### src/rtl/bus_area_pkg.sv
package bus_area_pkg;

   typedef struct packed {
      logic       en;
      logic       fixed_off;
      logic [1:0] waits;
      logic       wide;
   } area_ctrl_t;

   localparam int unsigned CTRL_EN_BIT    = 7;
   localparam int unsigned CTRL_MODE_BIT  = 6;
   localparam int unsigned CTRL_WAIT_LSB  = 4;
   localparam int unsigned CTRL_WIDE_BIT  = 1;
   localparam int unsigned MASK_SKIP_BITS = 3;

   function automatic area_ctrl_t unpack_ctrl(input logic [7:0] b);
      area_ctrl_t c;
      c.en        = b[CTRL_EN_BIT];
      c.fixed_off = b[CTRL_MODE_BIT];
      c.waits     = b[CTRL_WAIT_LSB +: 2];
      c.wide      = b[CTRL_WIDE_BIT];
      return c;
   endfunction

endpackage

### src/rtl/area_cfg_bank.sv
module area_cfg_bank #(
   parameter int unsigned N_AREAS = 4,
   parameter int unsigned SEL_W   = 4
) (
   input  logic                      clk,
   input  logic                      rst_n,
   input  logic                      we,
   input  logic [SEL_W-1:0]          sel,
   input  logic [7:0]                wdata,
   output logic [N_AREAS-1:0][7:0]   start_q,
   output logic [N_AREAS-1:0][7:0]   mask_q,
   output logic [N_AREAS-1:0][7:0]   ctrl_q,
   output logic [7:0]                fb_q,
   output logic [N_AREAS-1:0]        pin_en_q
);
   localparam int unsigned MASK_BASE = N_AREAS;
   localparam int unsigned CTRL_BASE = 2 * N_AREAS;
   localparam int unsigned FB_IDX    = 3 * N_AREAS;
   localparam int unsigned PIN_IDX   = 3 * N_AREAS + 1;

   for (genvar i = 0; i < N_AREAS; i++) begin : g_area_regs
      always_ff @(posedge clk or negedge rst_n) begin
         if (!rst_n) begin
            start_q[i] <= '0;
            mask_q[i]  <= '0;
            ctrl_q[i]  <= '0;
         end else if (we) begin
            if (32'(sel) == i)             start_q[i] <= wdata;
            if (32'(sel) == MASK_BASE + i) mask_q[i]  <= wdata;
            if (32'(sel) == CTRL_BASE + i) ctrl_q[i]  <= wdata;
         end
      end
   end

   always_ff @(posedge clk or negedge rst_n) begin
      if (!rst_n) begin
         fb_q     <= '0;
         pin_en_q <= '0;
      end else if (we) begin
         if (32'(sel) == FB_IDX)  fb_q     <= wdata;
         if (32'(sel) == PIN_IDX) pin_en_q <= wdata[N_AREAS-1:0];
      end
   end

   logic unused_wdata_hi;
   assign unused_wdata_hi = ^wdata;
endmodule

### src/rtl/area_window_match.sv
module area_window_match
   import bus_area_pkg::*;
#(
   parameter int unsigned ADDR_W      = 24,
   parameter bit          HAS_FIXED   = 1'b0,
   parameter logic [ADDR_W-1:0] FIX_A_LO = 24'h000FE0,
   parameter logic [ADDR_W-1:0] FIX_A_HI = 24'h000FFF,
   parameter logic [ADDR_W-1:0] FIX_B_LO = 24'h003000
) (
   input  logic [ADDR_W-1:0] addr,
   input  logic [7:0]        start,
   input  logic [7:0]        mask,
   input  area_ctrl_t        ctrl,
   output logic              hit
);
   localparam int unsigned PAGE_LSB = ADDR_W - 8;
   localparam int unsigned CARE_N   = 8 - MASK_SKIP_BITS;

   logic [7:0] care;
   logic       win_hit;

   for (genvar j = 0; j < 8; j++) begin : g_care
      if (j < CARE_N) begin : g_maskable
         assign care[j] = ~mask[j + MASK_SKIP_BITS];
      end else begin : g_fixed
         assign care[j] = 1'b1;
      end
   end

   assign win_hit = (((addr[ADDR_W-1:PAGE_LSB] ^ start) & care) == 8'h00);

   if (HAS_FIXED) begin : g_fixed_mode
      logic fix_hit;
      assign fix_hit = ((addr >= FIX_A_LO) && (addr <= FIX_A_HI)) ||
                       (addr >= FIX_B_LO);
      assign hit = ctrl.en && (ctrl.fixed_off ? win_hit : fix_hit);
   end else begin : g_window_only
      logic unused_mode;
      assign unused_mode = ctrl.fixed_off;
      assign hit = ctrl.en && win_hit;
   end

   logic unused_ctrl;
   assign unused_ctrl = ^{ctrl.waits, ctrl.wide, mask[MASK_SKIP_BITS-1:0]};
endmodule

### src/rtl/area_arbiter.sv
module area_arbiter
   import bus_area_pkg::*;
#(
   parameter int unsigned N_AREAS = 4
) (
   input  logic [N_AREAS-1:0]       hit,
   input  area_ctrl_t [N_AREAS-1:0] ctrl,
   input  area_ctrl_t               fb,
   input  logic                     internal,
   input  logic [N_AREAS-1:0]       pin_en,
   output logic [N_AREAS-1:0]       cs_n,
   output logic                     wide,
   output logic [1:0]               waits
);
   logic [N_AREAS-1:0] grant;
   logic [N_AREAS-1:0] lower_taken;

   for (genvar i = 0; i < N_AREAS; i++) begin : g_prio
      if (i == 0) begin : g_top
         assign lower_taken[i] = 1'b0;
      end else begin : g_rest
         assign lower_taken[i] = lower_taken[i-1] | hit[i-1];
      end
      assign grant[i] = hit[i] & ~lower_taken[i] & ~internal;
      assign cs_n[i]  = ~(grant[i] & pin_en[i]);
   end

   always_comb begin
      wide  = fb.wide;
      waits = fb.waits;
      if (internal) begin
         wide  = 1'b1;
         waits = 2'd0;
      end else begin
         for (int k = N_AREAS - 1; k >= 0; k--) begin
            if (grant[k]) begin
               wide  = ctrl[k].wide;
               waits = ctrl[k].waits;
            end
         end
      end
   end

   logic unused_fb;
   assign unused_fb = fb.en ^ fb.fixed_off;
endmodule

### src/rtl/wait_timer.sv
module wait_timer #(
   parameter int unsigned WAIT_W = 2
) (
   input  logic              clk,
   input  logic              rst_n,
   input  logic              strobe,
   input  logic [WAIT_W-1:0] waits,
   output logic              busy,
   output logic              ready
);
   logic [WAIT_W-1:0] cnt_q;

   always_ff @(posedge clk or negedge rst_n) begin
      if (!rst_n) begin
         busy  <= 1'b0;
         cnt_q <= '0;
      end else if (!busy) begin
         if (strobe) begin
            busy  <= 1'b1;
            cnt_q <= waits;
         end
      end else if (cnt_q == '0) begin
         busy <= 1'b0;
      end else begin
         cnt_q <= cnt_q - 1'b1;
      end
   end

   assign ready = busy && (cnt_q == '0);
endmodule

### src/rtl/bus_area_decoder.sv
module bus_area_decoder
   import bus_area_pkg::*;
#(
   parameter int unsigned ADDR_W     = 24,
   parameter int unsigned N_AREAS    = 4,
   parameter int unsigned FIXED_AREA = 2,
   parameter logic [ADDR_W-1:0] IO_HI    = 24'h000FDF,
   parameter logic [ADDR_W-1:0] RAM_LO   = 24'h001000,
   parameter logic [ADDR_W-1:0] RAM_HI   = 24'h002FFF,
   parameter logic [ADDR_W-1:0] FIX_A_LO = 24'h000FE0,
   parameter logic [ADDR_W-1:0] FIX_A_HI = 24'h000FFF,
   parameter logic [ADDR_W-1:0] FIX_B_LO = 24'h003000,
   localparam int unsigned SEL_W = $clog2(3 * N_AREAS + 2)
) (
   input  logic               clk,
   input  logic               rst_n,
   input  logic               cfg_we,
   input  logic [SEL_W-1:0]   cfg_sel,
   input  logic [7:0]         cfg_wdata,
   input  logic [ADDR_W-1:0]  bus_addr,
   input  logic               bus_strobe,
   output logic [N_AREAS-1:0] cs_n,
   output logic               bus_wide,
   output logic               bus_ready
);
   if (ADDR_W < 17) begin : g_bad_addr_w
      $error("bus_area_decoder: ADDR_W must be at least 17");
   end
   if (FIXED_AREA >= N_AREAS) begin : g_bad_fixed
      $error("bus_area_decoder: FIXED_AREA out of range");
   end
   if (N_AREAS > 8) begin : g_bad_n
      $error("bus_area_decoder: pin-enable register holds at most 8 areas");
   end

   logic [N_AREAS-1:0][7:0] start_q, mask_q, ctrl_raw;
   logic [7:0]              fb_raw;
   logic [N_AREAS-1:0]      pin_en;
   area_ctrl_t [N_AREAS-1:0] ctrl;
   area_ctrl_t              fb;
   logic [N_AREAS-1:0]      hit;
   logic                    int_hit;
   logic [1:0]              sel_waits;
   logic                    tmr_busy;

   area_cfg_bank #(.N_AREAS(N_AREAS), .SEL_W(SEL_W)) u_regs (
      .clk(clk), .rst_n(rst_n), .we(cfg_we), .sel(cfg_sel), .wdata(cfg_wdata),
      .start_q(start_q), .mask_q(mask_q), .ctrl_q(ctrl_raw),
      .fb_q(fb_raw), .pin_en_q(pin_en)
   );

   assign fb = unpack_ctrl(fb_raw);

   for (genvar i = 0; i < N_AREAS; i++) begin : g_area
      assign ctrl[i] = unpack_ctrl(ctrl_raw[i]);
      area_window_match #(
         .ADDR_W(ADDR_W), .HAS_FIXED(i == FIXED_AREA),
         .FIX_A_LO(FIX_A_LO), .FIX_A_HI(FIX_A_HI), .FIX_B_LO(FIX_B_LO)
      ) u_match (
         .addr(bus_addr), .start(start_q[i]), .mask(mask_q[i]),
         .ctrl(ctrl[i]), .hit(hit[i])
      );
   end

   assign int_hit = (bus_addr <= IO_HI) ||
                    ((bus_addr >= RAM_LO) && (bus_addr <= RAM_HI));

   area_arbiter #(.N_AREAS(N_AREAS)) u_arb (
      .hit(hit), .ctrl(ctrl), .fb(fb), .internal(int_hit), .pin_en(pin_en),
      .cs_n(cs_n), .wide(bus_wide), .waits(sel_waits)
   );

   wait_timer #(.WAIT_W(2)) u_timer (
      .clk(clk), .rst_n(rst_n), .strobe(bus_strobe), .waits(sel_waits),
      .busy(tmr_busy), .ready(bus_ready)
   );
endmodule

### config.mk
export PLATFORM = sky130hd
export DESIGN_NAME = bus_area_decoder
export DESIGN_NICKNAME = d
export VERILOG_FILES = /design/src/rtl/bus_area_pkg.sv /design/src/rtl/area_cfg_bank.sv /design/src/rtl/area_window_match.sv /design/src/rtl/area_arbiter.sv /design/src/rtl/wait_timer.sv /design/src/rtl/bus_area_decoder.sv
export SDC_FILE = /design/constraint.sdc
export NUM_CORES = 1
export LEC_CHECK = 0
export ABC_CLOCK_PERIOD_IN_PS = 2200
export CORE_MARGIN = 1
export CORE_UTILIZATION = 40
export CTS_CLUSTER_SIZE = 25
export DETAILED_ROUTE_END_ITERATION = 12
export GPL_TIMING_DRIVEN = 0
export HOLD_SLACK_MARGIN = 0.15
export PLACE_DENSITY = 0.71
export SYNTH_ARGS = -nofsm -noshare
export SYNTH_HDL_FRONTEND = slang
export SYNTH_SLANG_ARGS = --single-unit
export TNS_END_PERCENT = 100
### constraint.sdc
create_clock -name clk -period 2.2 [get_ports clk]
set_input_delay 0.44 -clock clk [delete_from_list [all_inputs] [get_ports clk]]
set_output_delay 0.44 -clock clk [all_outputs]
set_load 0.01 [all_outputs]
* Yosys cells after proc, flatten, opt, wreduce, memory -nomap -nowiden
Index checks and enable logic that the tools add are counted.
** Cells by class
- Eq/ne operators :: 14
- Order comparisons :: 6
- Add/sub/neg operators :: 1
- Shift operators :: 0
- Reduce and logical (&&, ||, !) cells :: 31
- Divide/modulo/power cells :: 0
- Bitwise logic cells :: 49
- $mul :: 0
- Muxes and demuxes :: 17
** Operator list (count)
- <= comparator 24 x 12 -> 1 bit (second input constant) :: 2
- AND 8 bit :: 4
- logical NOT 8 bit :: 4
- bitwise XOR 8 bit :: 4
- AND reduction 2 bit :: 15
- NOT 1 bit :: 28
- == test 4 bit (second input constant) :: 6
- >= comparator 24 x 12 -> 1 bit (second input constant) :: 1
- >= comparator 24 x 13 -> 1 bit (second input constant) :: 1
- >= comparator 24 x 14 -> 1 bit (second input constant) :: 1
- <= comparator 24 x 14 -> 1 bit (second input constant) :: 1
- == test 4 x 3 -> 1 bit (second input constant) :: 4
- 2-to-1 mux 2 bit :: 8
- AND 1 bit :: 11
- 2-to-1 mux 1 bit :: 9
- == test 4 x 2 -> 1 bit (second input constant) :: 2
- logical AND 1 bit :: 7
- == test 4 x 1 -> 1 bit (second input constant) :: 1
- logical NOT 4 bit :: 1
- logical NOT 2 bit :: 1
- logical OR 1 bit :: 2
- != test 2 bit (second input constant) :: 1
- OR 1 bit :: 2
- nonzero test 2 bit :: 1
- subtractor 2 x 1 -> 2 bit (second input constant) :: 1
** Storage, ports and cells
- Memory bits (writable) :: 0
- Flip-flop bits (word level) :: 109
- Bits in read-only memories :: 0
- Output and inout port bits :: 6
- Bits of input ports :: 40
- Memories :: 0
- Bits in latches :: 0
- Logic and storage cells :: 134

* Logic depth before layout (Yosys ltp)
Gate-level depths: netlist (run 1).
- Depth after elaboration :: 16
- Depth in mapped cells :: 8
- Gate-level depth less buffers :: 7

* By module
Synthesis (run 1) repeated with hierarchy kept, for this count alone.
** Second synthesis, totals
- Cells, all modules :: 371
- Area total of the unflattened synthesis :: 5059.9 µm²
** Modules (own cells, without submodules)
- area_cfg_bank :: cells an instance 252, seq. area each 2702.6 µm², area each 4146.5 µm², instances 1
- area_window_match (g_area[0].u_match ...) :: cells an instance 13, seq. area each 0.0 µm², area each 98.8 µm², instances 3
- area_arbiter :: cells an instance 31, seq. area each 0.0 µm², area each 210.2 µm², instances 1
- wait_timer :: cells an instance 17, seq. area each 75.1 µm², area each 172.7 µm², instances 1
- area_window_match (g_area[2].u_match) :: cells an instance 23, seq. area each 0.0 µm², area each 167.7 µm², instances 1
- bus_area_decoder :: cells an instance 9, seq. area each 0.0 µm², area each 66.3 µm², instances 1

* Least setup slack after synthesis (run 1)
Ideal clock, no wire load.
- Path kind :: input to output
- Start point :: in bus_addr[22]
- End point :: out bus_wide
- Path buffers :: 2
- Data arrival time :: 1.955 ns
- Slack :: -0.195 ns
- Data required time :: 1.760 ns
- Stages :: 8
- Path through :: buf_6 xnor2_2 nand4_1 or4_1 buf_2 mux2_4 mux2i_1 a22oi_1
** On the way
- Longest elaborated chain between the ends :: 14
- Elaborated cells between the ends (all ways) :: 45
- Those cells by class :: order compare (6); mux (6); bitwise (21); reduce/logical (12)
** RTL lines
- start, declared :: line bus_area_decoder.sv:20 : input logic [ADDR_W-1:0] bus_addr,
- >= comparator 24 x 12 -> 1 bit (tied with other cells) :: line area_window_match.sv:34 : assign fix_hit = ((addr >= FIX_A_LO) && (addr <= FIX_A_HI)) ||
- logical AND 1 bit or AND 8 bit (tied branches) :: line area_window_match.sv:34, area_window_match.sv:30
- logical OR 1 bit or logical NOT 8 bit (tied branches) :: line area_window_match.sv:34, area_window_match.sv:30
- 2-to-1 mux 1 bit or logical AND 1 bit (tied branches) :: line area_window_match.sv:36, area_window_match.sv:40
- logical AND 1 bit or OR 1 bit (tied branches) :: line area_window_match.sv:36, area_arbiter.sv:22
- OR 1 bit :: line area_arbiter.sv:22 : assign lower_taken[i] = lower_taken[i-1] | hit[i-1];
- NOT 1 bit :: line area_arbiter.sv:24 : assign grant[i] = hit[i] & ~lower_taken[i] & ~internal;
- AND 1 bit (2 in series) :: line area_arbiter.sv:24
- 2-to-1 mux 1 bit (4 in series) :: line area_arbiter.sv:36 : if (grant[k]) begin
- 2-to-1 mux 1 bit (*) :: line area_arbiter.sv:31 : if (internal) begin
- end, declared :: line bus_area_decoder.sv:23 : output logic bus_wide,
Every way passes the cells marked *; elsewhere a longest branch is shown, timed or not.

* Final worst setup path (run 1)
- Start point :: reg u_regs.start_q[19] in the netlist's numbering
- End point :: out bus_wide
** On the way
- Longest elaborated chain between the ends :: 14
- Elaborated cells between the ends (all ways) :: 16
- Those cells by class :: mux (6); bitwise (8); reduce/logical (2)
** RTL lines
- start, declared :: line area_cfg_bank.sv:10 : output logic [N_AREAS-1:0][7:0] start_q,
- start signal, assigned by index :: line area_cfg_bank.sv:28 : if (32'(sel) == i) start_q[i] <= wdata;
- bitwise XOR 8 bit (*) :: line area_window_match.sv:30 : assign win_hit = (((addr[ADDR_W-1:PAGE_LSB] ^ start) & care) == 8'h00);
- AND 8 bit (*) :: line area_window_match.sv:30
- logical NOT 8 bit (*) :: line area_window_match.sv:30
- 2-to-1 mux 1 bit (*) :: line area_window_match.sv:36 : assign hit = ctrl.en && (ctrl.fixed_off ? win_hit : fix_hit);
- logical AND 1 bit (*) :: line area_window_match.sv:36
- OR 1 bit :: line area_arbiter.sv:22
- NOT 1 bit :: line area_arbiter.sv:24
- AND 1 bit (2 in series) :: line area_arbiter.sv:24
- 2-to-1 mux 1 bit :: line area_arbiter.sv:36
- 2-to-1 mux 1 bit (*) (3 in series) :: line area_arbiter.sv:36
- 2-to-1 mux 1 bit (*) :: line area_arbiter.sv:31
Marked as above.

==> metrics.yaml, run 1 <==
outcome:
  violations: "setup timing"
  status: "finished with violations"
layout:
  final_nets: 411
  final_area_mm2: 0.00486
  drive_gt1_share_pct: 33.3
  utilization_pct: 52.2
  num_antenna_cells: 0
  syn_to_final_growth_pct: 24.9
  fill_cells: 830
placed_design:
  detailed_place_hpwl_mm: 6.40
  numPortBuffers: 31
  gp_congestion: 0.794
  dpl-instance-area_mm2: 0.00445
synth:
  synth_top_cells_by_area: "dfrtp_1 (51%), mux2_2 (14%), mux2_1 (6.7%), xnor2_1 (4.0%), xor2_1 (2.5%)"
  synthTopCellsByCount: "dfrtp_1 (79), mux2_2 (49), mux2_1 (23), xnor2_1 (18), nor2_1 (16)"
  ys_types: 50
  yosysTopAreaCell: "dfrtp_1"
  synth.avg_cell_area_um2: 12.5
  synth_warnings: 0
  synth_nets: 353
  synth.most_common_cell: "dfrtp_1"
  synth_edf_count: 0
  ys_seq_area_share_pct: 50.8
  synth_top_flop_cell: "dfrtp_1"
  ys_seq_elements: 79
  synth_top_area_share_pct: 50.8
  netlist_instances: 312
  syn_area_mm2: 0.00389
  async_reset_ff_share_pct: 100
clock_network:
  cts_max_level: 3
  cts_tree: "done"
  clock_path_buffers: 2
  clk-insertion-delay-late_ns: 0.34
  cts_sinks: 79
  cts.clk_slew.worst_paths_ns: 0.07
  cts_buffers: 9
  root_buffer: "clkbuf_8"
worst_setup_path:
  cpPeakStageDelay_ns: 0.44
  cp_cell_sequence: "xor2_1, a222oi_1, and3_1, a21o_1, mux2i_4, a22oi_2, buf_2"
  worst_ep_required_time_ns: 1.76
  path_max_fanout: 3
  worstSetupPathType: "reg2out"
  critical_path_arrival_ns: 2.35
  worst_setup_path_start_kind: "flip-flop"
  timing.rr.start: "u_regs.start_q[0]"
  cp_slowest_cell: "a222oi_1"
  end_kind: "primary output"
  r2r_cells: 9
  reg2reg_slack_ns: 0.04
  r2r-end: "u_timer.cnt_q[0]"
  setup.worst_path.start: "u_regs.start_q[19]"
timing:
  setup_viol: 5
  period_share_pct: 127
  rsz0062_at_grt: "true"
  fin_skew_ns: 0.00190
  period_needed_ns: 2.79
  maxSlewViolCount: 0
  slew_headroom_pct: 59.2
  postLayoutSetupSlackWorst_ns: -0.590
  fmax_mhz: 358
  worst_pin_slew_ns: 0.610
  finalHoldViolations: 0
hold_path:
  hold_depth: 1
  hold_path.startpoint: "u_regs.mask_q[5]"
  holdCritPathClass: "reg2reg"
  hold_end: "u_regs.mask_q[5]"
grt:
  grt_pass1_wl_mm: 14.1
  grt_pass1_vias: 2718
  met2_usage_pct: 32.6
  grt_start_max_net_pins: 61
  grt_antenna_before_repair: 0
  overflow: 0
  busiest_layer: "met2"
  grt.met3_usage_pct: 3.26
  use_met1_pct: 23.2
  gr-usage-all-layers_pct: 18.6
floorplanning:
  rows: 35
  core_mm2: 0.00933
  io_pins: 46
  die_h_um: 101
  die_x_um: 101
  dieArea_mm2: 0.0101
  start_util_pct: 41.7
route:
  num_vias: 2623
  drcViolationCount: 0
  ant_nets: 0
  drt_iter0_markers: 130
  wire_per_inst_um: 17.3
  firstDrtPassIters: 5
  routed_wl_mm: 8.70
  viasPerCell: 5.20
power:
  powerDensity_mw_per_mm2: 850
  ir_drop_uv: 339
  p_seq_share_pct: 49.0
  clockPowerShare_pct: 23.3
  p_sw_share_pct: 29.6
  power.switching_mw: 1.22
  leakage_nw: 2.06
  p_int_mw: 2.91
  comb_power_share_pct: 27.7
flow_run:
  maxCapViolCount: 0
==> how the worst max path moves through the flow <==
stage	to	slack (ns)	cells past startpoint
after CTS	bus_wide	-0.65	8
after detailed placement	bus_wide	-1.21	7
final	bus_wide	-0.59	7
after floorplan	bus_wide	-0.16	8
after global placement	u_regs.start_q[11]	-2.05	1
after global routing	bus_wide	-0.68	7
==> power groups by stage <==
stage               sequential, mW  combinational, mW  clock, mW
floorplan                     1.99              0.799          0
global placement              2.03               1.04          0
detailed placement            2.05               1.08          0
CTS                           2.02               1.11      0.986
global route                  2.07               1.26       1.05
finish                        2.03               1.15      0.965
==> repair_timing <==
item,in CTS,in global routing
resized for setup,54,13
buffers inserted,11,4
hold buffers,1,0
pin swaps,12,8
endpoints found under the hold margin,19,0
setup endpoints to repair,7,11
==> placed cells by master, fill, tap and decap left out, types with 3 or more instances in the layout <==
master,count
clkinv_2,4
clkdlybuf4s50_1,14
nand3b_1,3
clkbuf_8,11
clkbuf_1,6
dlygate4sd2_1,9
nand3_1,3
nand2_1,9
mux2_2,49
xnor2_1,14
nand4_1,4
nor2_4,3
nand3_2,3
mux2_1,23
buf_4,11
xnor2_2,7
dfrtp_1,79
xor2_1,11
o22ai_1,5
buf_2,4
nand2b_1,7
a211oi_2,3
o21ai_0,6
buf_6,14
nor2_1,14
inv_1,10
nor4_1,3
==> kinds of logic (layout without fill, tap and decap cells) <==
kind of cell | count (synthesis) | count (layout) | synth area share, %
adders and majority gates | 1 | 1 | 0.321
and+or+nand+nor | 70 | 70 | 9.96
AOI/OAI and AO/OA | 30 | 30 | 6.11
DFF | 79 | 79 | 50.8
muxes | 74 | 74 | 21.5
buffers and inverters | 26 | 89 | 3.60
xor gates and xnor gates | 32 | 32 | 7.78
==> critical path: cells and delay by family, from the launching register on <==
| kind | cells | cell delay, ns |
|---|---|---|
| AOI/OAI and AO/OA | 3 | 0.75 |
| and+or+nand+nor | 1 | 0.28 |
| DFF | 1 | 0.40 |
| muxes | 1 | 0.27 |
| buffers and inverters | 1 | 0.17 |
| xor gates and xnor gates | 1 | 0.14 |
==> through the flow <==
step           std cells  hold slack (ns)  worst slack, ns  TNS (ns)  total power [mW]
3_3_place_gp         472            0.464            -2.05   -173.95              3.07
2_1_floorplan        312            0.144           -0.162    -0.162              2.79
6_report             504            0.486           -0.590     -1.57              4.14
3_5_place_dp         473            0.343            -1.21    -11.86              3.13
4_1_cts              501            0.489           -0.652     -1.56              4.12
5_1_grt              504            0.508           -0.675     -2.05              4.38
==> flip-flops by register name (all words and copies together), names as in the netlist <==
register	flops
u_regs.pin_en_q	4
u_regs.ctrl_q	17
u_timer.busy	1
u_regs.start_q	32
u_regs.mask_q	20
u_timer.cnt_q	2
u_regs.fb_q	3
==> layout make-up <==
cell class	instances	area [um2]	share of cell area (%)
inverters	10	37.5	0.772
clock buffers	12	155	3.19
plain buffers	15	105	2.16
flip-flops and latches	79	1980	40.6
well taps	129	161	3.32
repair buffers	48	459	9.44
multi-input cells	207	1950	40.1
clock inverters	4	20.0	0.412
==> layer usage <==
| metal | vias up | routed length (um) | share of wire, % |
|---|---|---|---|
| met5 | - | 0 | 0 |
| met4 | 0 | 132 | 1.5 |
| met3 | 13 | 273 | 3.1 |
| met2 | 40 | 4380 | 50 |
| met1 | 1338 | 3910 | 45 |
| li1 | 1232 | - | - |
Note: power is estimated with default switching activity, not from simulation.
==> run 2, diff against run 1 <==
CORE_MARGIN = 5   (was 1)
==> run 2 against run 1 <==
  * The flow still finishes with violations (setup timing)
  * Routed wire length grew 9.2%
  * Final cell count grew 1.2%
  * Utilization decreased by 1.8 points
  * Count of clock-buffer cells in the layout is 3 lower
  * Highest routed layer unchanged
  * Non-clock buffer count grew 6
  * Clock skew increased by 0.0055 ns
  * Clock power shrank 11%
  * Sequential power barely moved
  * Worst setup slack better by 0.038 ns
  * Critical path depth stayed put
  * Critical endpoint unchanged
==> metrics.yaml, run 2 (synthesized netlist as in run 1, its figures left out) <==
floorplanning:
  die_h_um: 109
  dieArea_mm2: 0.0118
  io_pins: 46
  rows: 36
  die_x_um: 109
  start_util_pct: 40.4
  core_mm2: 0.00964
route:
  viasPerCell: 5.26
  drt_iter0_markers: 185
  routed_wl_mm: 9.50
  drcViolationCount: 0
  num_vias: 2683
  ant_nets: 0
  firstDrtPassIters: 4
  wire_per_inst_um: 18.6
grt:
  grt_antenna_before_repair: 0
  gr-usage-all-layers_pct: 17.4
  use_met1_pct: 23.0
  grt_pass1_vias: 2852
  grt.met3_usage_pct: 2.78
  grt_start_max_net_pins: 61
  overflow: 0
  met2_usage_pct: 28.7
  busiest_layer: "met2"
  grt_pass1_wl_mm: 15.3
worst_setup_path:
  cpPeakStageDelay_ns: 0.56
  worstSetupPathType: "reg2out"
  cp_slowest_cell: "or4_4"
  worst_setup_path_start_kind: "flip-flop"
  cp_cell_sequence: "xnor2_2, o22ai_1, or4_4, mux2_4, mux2i_2, a22oi_2, buf_2"
  path_max_fanout: 2
  end_kind: "primary output"
  cp_num_buf_inv: 1
  critical_path_arrival_ns: 2.31
  worst_ep_required_time_ns: 1.76
  crit_family: "simple AND/OR/NAND/NOR gates"
clock_network:
  root_buffer: "clkbuf_8"
  clk-insertion-delay-late_ns: 0.35
  cts_max_level: 3
  cts_buffers: 9
  cts_sinks: 79
  cts_tree: "done"
  clock_path_buffers: 2
  cts.clk_slew.worst_paths_ns: 0.07
timing:
  setup_viol: 7
  rsz0062_at_grt: "true"
  worst_pin_slew_ns: 0.615
  maxSlewViolCount: 0
  slew_headroom_pct: 58.9
  period_needed_ns: 2.75
  finalHoldViolations: 0
  postLayoutSetupSlackWorst_ns: -0.552
  fin_skew_ns: 0.00743
  period_share_pct: 125
  fmax_mhz: 363
  hold_slack_ns: 0.488
power:
  powerDensity_mw_per_mm2: 838
  power.switching_mw: 1.23
  p_seq_share_pct: 50.0
  clockPowerShare_pct: 21.2
  p_sw_share_pct: 30.2
  p_int_mw: 2.84
  fin_total_pwr_mw: 4.07
  ir_drop_uv: 279
  comb_power_share_pct: 28.8
  leakage_nw: 2.07
layout:
  drive_gt1_share_pct: 34.2
  reg.largest.list: "u_regs.start_q (32), u_regs.mask_q (20), u_regs.ctrl_q (17)"
  final_nets: 417
  largest_register: "u_regs.start_q"
  final_common_cell: "dfrtp_1"
  syn_to_final_growth_pct: 24.6
  final_cell_mix: "dfrtp_1 (79), mux2_2 (49), mux2_1 (23)"
  fill_cells: 886
  register_area_mm2: 0.00198
  num_antenna_cells: 0
  instances_no_fill: 510
  largest_reg_flops: 32
  multi_input_area_mm2: 0.00193
outcome:
  status: "finished with violations"
  violations: "setup timing"
placed_design:
  place_ws_ns: -1.40
  gp_congestion: 0.835
  post-place-cells: 477
  detailed_place_hpwl_mm: 6.77
  numPortBuffers: 31
hold_path:
  holdCritPathClass: "reg2reg"
flow_run:
  maxCapViolCount: 0
## run 2: layout make-up
type                       instances  share of cell area [%]
buffer                            15                    2.17
tap                              133                    3.43
clock buffer                       9                    2.55
inverter                          10                   0.773
multi-input combinational        207                    39.8
sequential                        79                    40.7
timing repair buffer              54                    10.2
clock inverter                     3                   0.309
## run 2: routing by layer
layer / vias up / share of wire (%)
li1: 1238 / -
met1: 1348 / 45
met2: 81 / 49
met3: 16 / 4.6
met4: 0 / 2.0
met5: - / 0
## run 2: path summary, 6_finish.rpt
kind / from / to / slack [ns] / depth (start not counted)
max in group asynchronous: rst_n / u_regs.start_q[18] / 1.11 / 3
hold / removal: u_regs.mask_q[5] / u_regs.mask_q[5] / 0.49 / 1
setup / recovery: u_regs.start_q[28] / bus_wide / -0.55 / 7
setup reg to reg: u_regs.start_q[28] / u_timer.cnt_q[1] / -0.01 / 9
hold reg to reg: u_regs.mask_q[5] / u_regs.mask_q[5] / 0.49 / 1
min in group asynchronous: rst_n / u_regs.start_q[12] / 0.52 / 2
## run 2: repair_timing
| action | CTS | global route |
|---|---|---|
| buffers inserted | 18 | 4 |
| endpoints found under the setup margin | 15 | 6 |
| hold buffers | 1 | 0 |
| gates resized for setup | 46 | 14 |
| pin swaps | 15 | 8 |
| hold endpoints to repair | 19 | 0 |
## run 2: metrics by stage
stage | setup TNS (ns) | utilization (%) | cell area, um2
after global routing | -2.25 | 50.4 | 4850
after global placement | -176.27 | 45.8 | 4420
after CTS | -1.46 | 49.4 | 4760
after floorplan | -0.162 | - | 3940
final | -1.61 | 50.4 | 4850
after detailed placement | -13.64 | 46.1 | 4440
## run 2: power by group through the flow
| stage | registers [mW] | logic, mW | clock network [mW] |
|---|---|---|---|
| finish | 2.03 | 1.17 | 0.861 |
| floorplan | 1.99 | 0.799 | 0 |
| detailed placement | 2.06 | 1.08 | 0 |
| global route | 2.08 | 1.29 | 0.943 |
| global placement | 2.03 | 1.04 | 0 |
| CTS | 2.03 | 1.13 | 0.895 |
## run 2: worst register-to-register path, stage by stage, from the launching register on
cell	delay [ns]
dfrtp_1	0.41
xnor2_2	0.13
o22ai_1	0.09
or4_4	0.56
buf_4	0.16
buf_6	0.11
buf_4	0.14
nor4_1	0.22
o31a_1	0.19
a211oi_2	0.07
==> run 3, diff against run 2 <==
CTS_BUF_LIST = sky130_fd_sc_hd__clkbuf_2   (was unset)
SLEW_MARGIN = 20   (was unset)
==> run 3 against run 2 <==
  * The flow still finishes with violations (setup timing)
  * Global-route usage fell by 0.42 points
  * Worst setup slack got worse by 0.16 ns
  * Register-to-register slack better by 0.04 ns
  * Count of clock-buffer cells in the layout is the same
  * Final cell count is 0.78% lower
  * Sequential cell count unchanged
  * Via count fell by 1.5%
  * Sequential share of layout area increased by 0.88 points
  * Worst hold slack worse by 0.049 ns
  * Critical path depth stayed put
  * Die area unchanged
  * Final area down 2.1%
  * Critical path type unchanged
  * Critical endpoint unchanged
==> metrics.yaml, run 3 (synthesized netlist as in run 1, its figures left out) <==
route:
  firstDrtPassIters: 6
  viasPerCell: 5.22
  ant_nets: 0
  routed_wl_mm: 9.35
  drt_iter0_markers: 165
  num_vias: 2643
  drcViolationCount: 0
  wire_per_inst_um: 18.5
outcome:
  violations: "setup timing"
  status: "finished with violations"
power:
  fin_total_pwr_mw: 3.77
  powerDensity_mw_per_mm2: 794
  ir_drop_uv: 284
  leakage_nw: 2.01
timing:
  postLayoutSetupSlackWorst_ns: -0.710
  setup_tns_ns: -2.49
  worst_pin_slew_ns: 0.605
  hold_slack_ns: 0.439
  finalHoldViolations: 0
  setup_viol: 5
  period_needed_ns: 2.91
  slew_headroom_pct: 59.7
  fin_skew_ns: 0.0146
  rsz0062_at_grt: "true"
  fmax_mhz: 344
  maxSlewViolCount: 0
  period_share_pct: 132
layout:
  final_common_cell: "dfrtp_1"
  num_antenna_cells: 0
  final_nets: 413
  syn_to_final_growth_pct: 22.0
  largest_register: "u_regs.start_q"
  largest_reg_flops: 32
  drive_gt1_share_pct: 33.5
  reg.largest.list: "u_regs.start_q (32), u_regs.mask_q (20), u_regs.ctrl_q (17)"
  final_cell_mix: "dfrtp_1 (79), mux2_2 (49), clkdlybuf4s50_1 (24)"
placed_design:
  numPortBuffers: 31
  gp_congestion: 0.835
  detailed_place_hpwl_mm: 6.81
hold_path:
  holdCritPathClass: "in2async"
worst_setup_path:
  path_max_fanout: 2
  end_kind: "primary output"
  worst_setup_path_start_kind: "flip-flop"
  cpPeakStageDelay_ns: 0.55
  setup.worst_path.start: "u_regs.start_q[28]"
  cp_num_buf_inv: 1
  cp_cell_sequence: "xnor2_2, o22ai_1, or4_4, mux2_4, mux2i_2, a22oi_2, buf_2"
  timing.rr.start: "u_regs.start_q[28]"
  critical_path_arrival_ns: 2.47
  worstSetupPathType: "reg2out"
  worst_ep_required_time_ns: 1.76
  crit_family: "simple AND/OR/NAND/NOR gates"
  reg2reg_slack_ns: 0.03
  cp_slowest_cell: "or4_4"
clock_network:
  cts_max_level: 3
  clk-insertion-delay-late_ns: 0.51
  cts_tree: "done"
  cts.clk_slew.worst_paths_ns: 0.19
  cts_buffers: 9
  cts_sinks: 79
  clock_path_buffers: 2
  root_buffer: "clkbuf_2"
grt:
  grt_antenna_before_repair: 0
  grt.met3_usage_pct: 2.66
  gr-usage-all-layers_pct: 17.0
  overflow: 0
  use_met1_pct: 23.2
  met2_usage_pct: 27.4
  grt_start_max_net_pins: 43
  grt_pass1_wl_mm: 15.1
  busiest_layer: "met2"
  grt_pass1_vias: 2827
floorplanning:
  die_h_um: 109
  start_util_pct: 40.4
  rows: 36
  die_x_um: 109
  dieArea_mm2: 0.0118
  core_mm2: 0.00964
  io_pins: 46
flow_run:
  maxCapViolCount: 0
run 3: area by class of cell:
| cell class | instances | area (um2) |
|---|---|---|
| Buffer | 15 | 104 |
| Clock buffer | 9 | 45.0 |
| Clock inverter | 3 | 15.0 |
| Fill cell | 901 | 4890 |
| Inverter | 10 | 37.5 |
| Multi-Input combinational cell | 207 | 1940 |
| Sequential cell | 79 | 1980 |
| Tap cell | 133 | 166 |
| Timing Repair Buffer | 50 | 462 |
run 3: final timing paths:
kind,end,depth (start not counted)
min in group clk,u_regs.mask_q[5],1
setup / recovery,bus_wide,7
hold reg to reg,u_regs.mask_q[5],1
setup reg to reg,u_timer.cnt_q[0],9
hold / removal,u_regs.start_q[3],2
max in group asynchronous,u_regs.mask_q[29],3
run 3: metrics by stage:
stage               area [um2]  instances  util (%)  setup slack, ns
floorplan                 3940        312         -           -0.162
global route              4750        506      49.3           -0.818
detailed placement        4440        477      46.0            -1.41
finish                    4750        506      49.3           -0.710
global placement          4420        476      45.8            -2.07
CTS                       4660        502      48.3           -0.767
run 3: what timing repair did:
item / CTS / global route
hold endpoints to repair: 41 / 0
gates resized for setup: 38 / 11
endpoints found under the setup margin: 6 / 7
hold buffers: 1 / 0
buffers inserted: 13 / 5
pin swaps: 14 / 10
run 3: where the power goes:
part | internal [mW] | switching, mW | total, mW
logic | 0.649 | 0.509 | 1.16
registers | 1.80 | 0.227 | 2.03
clock network | 0.119 | 0.464 | 0.583
total | 2.57 | 1.20 | 3.77
run 3: layer usage:
metal | vias to the layer above | share of wire, %
li1 | 1232 | -
met1 | 1324 | 45
met2 | 73 | 49
met3 | 14 | 4.6
met4 | 0 | 1.7
met5 | - | 0
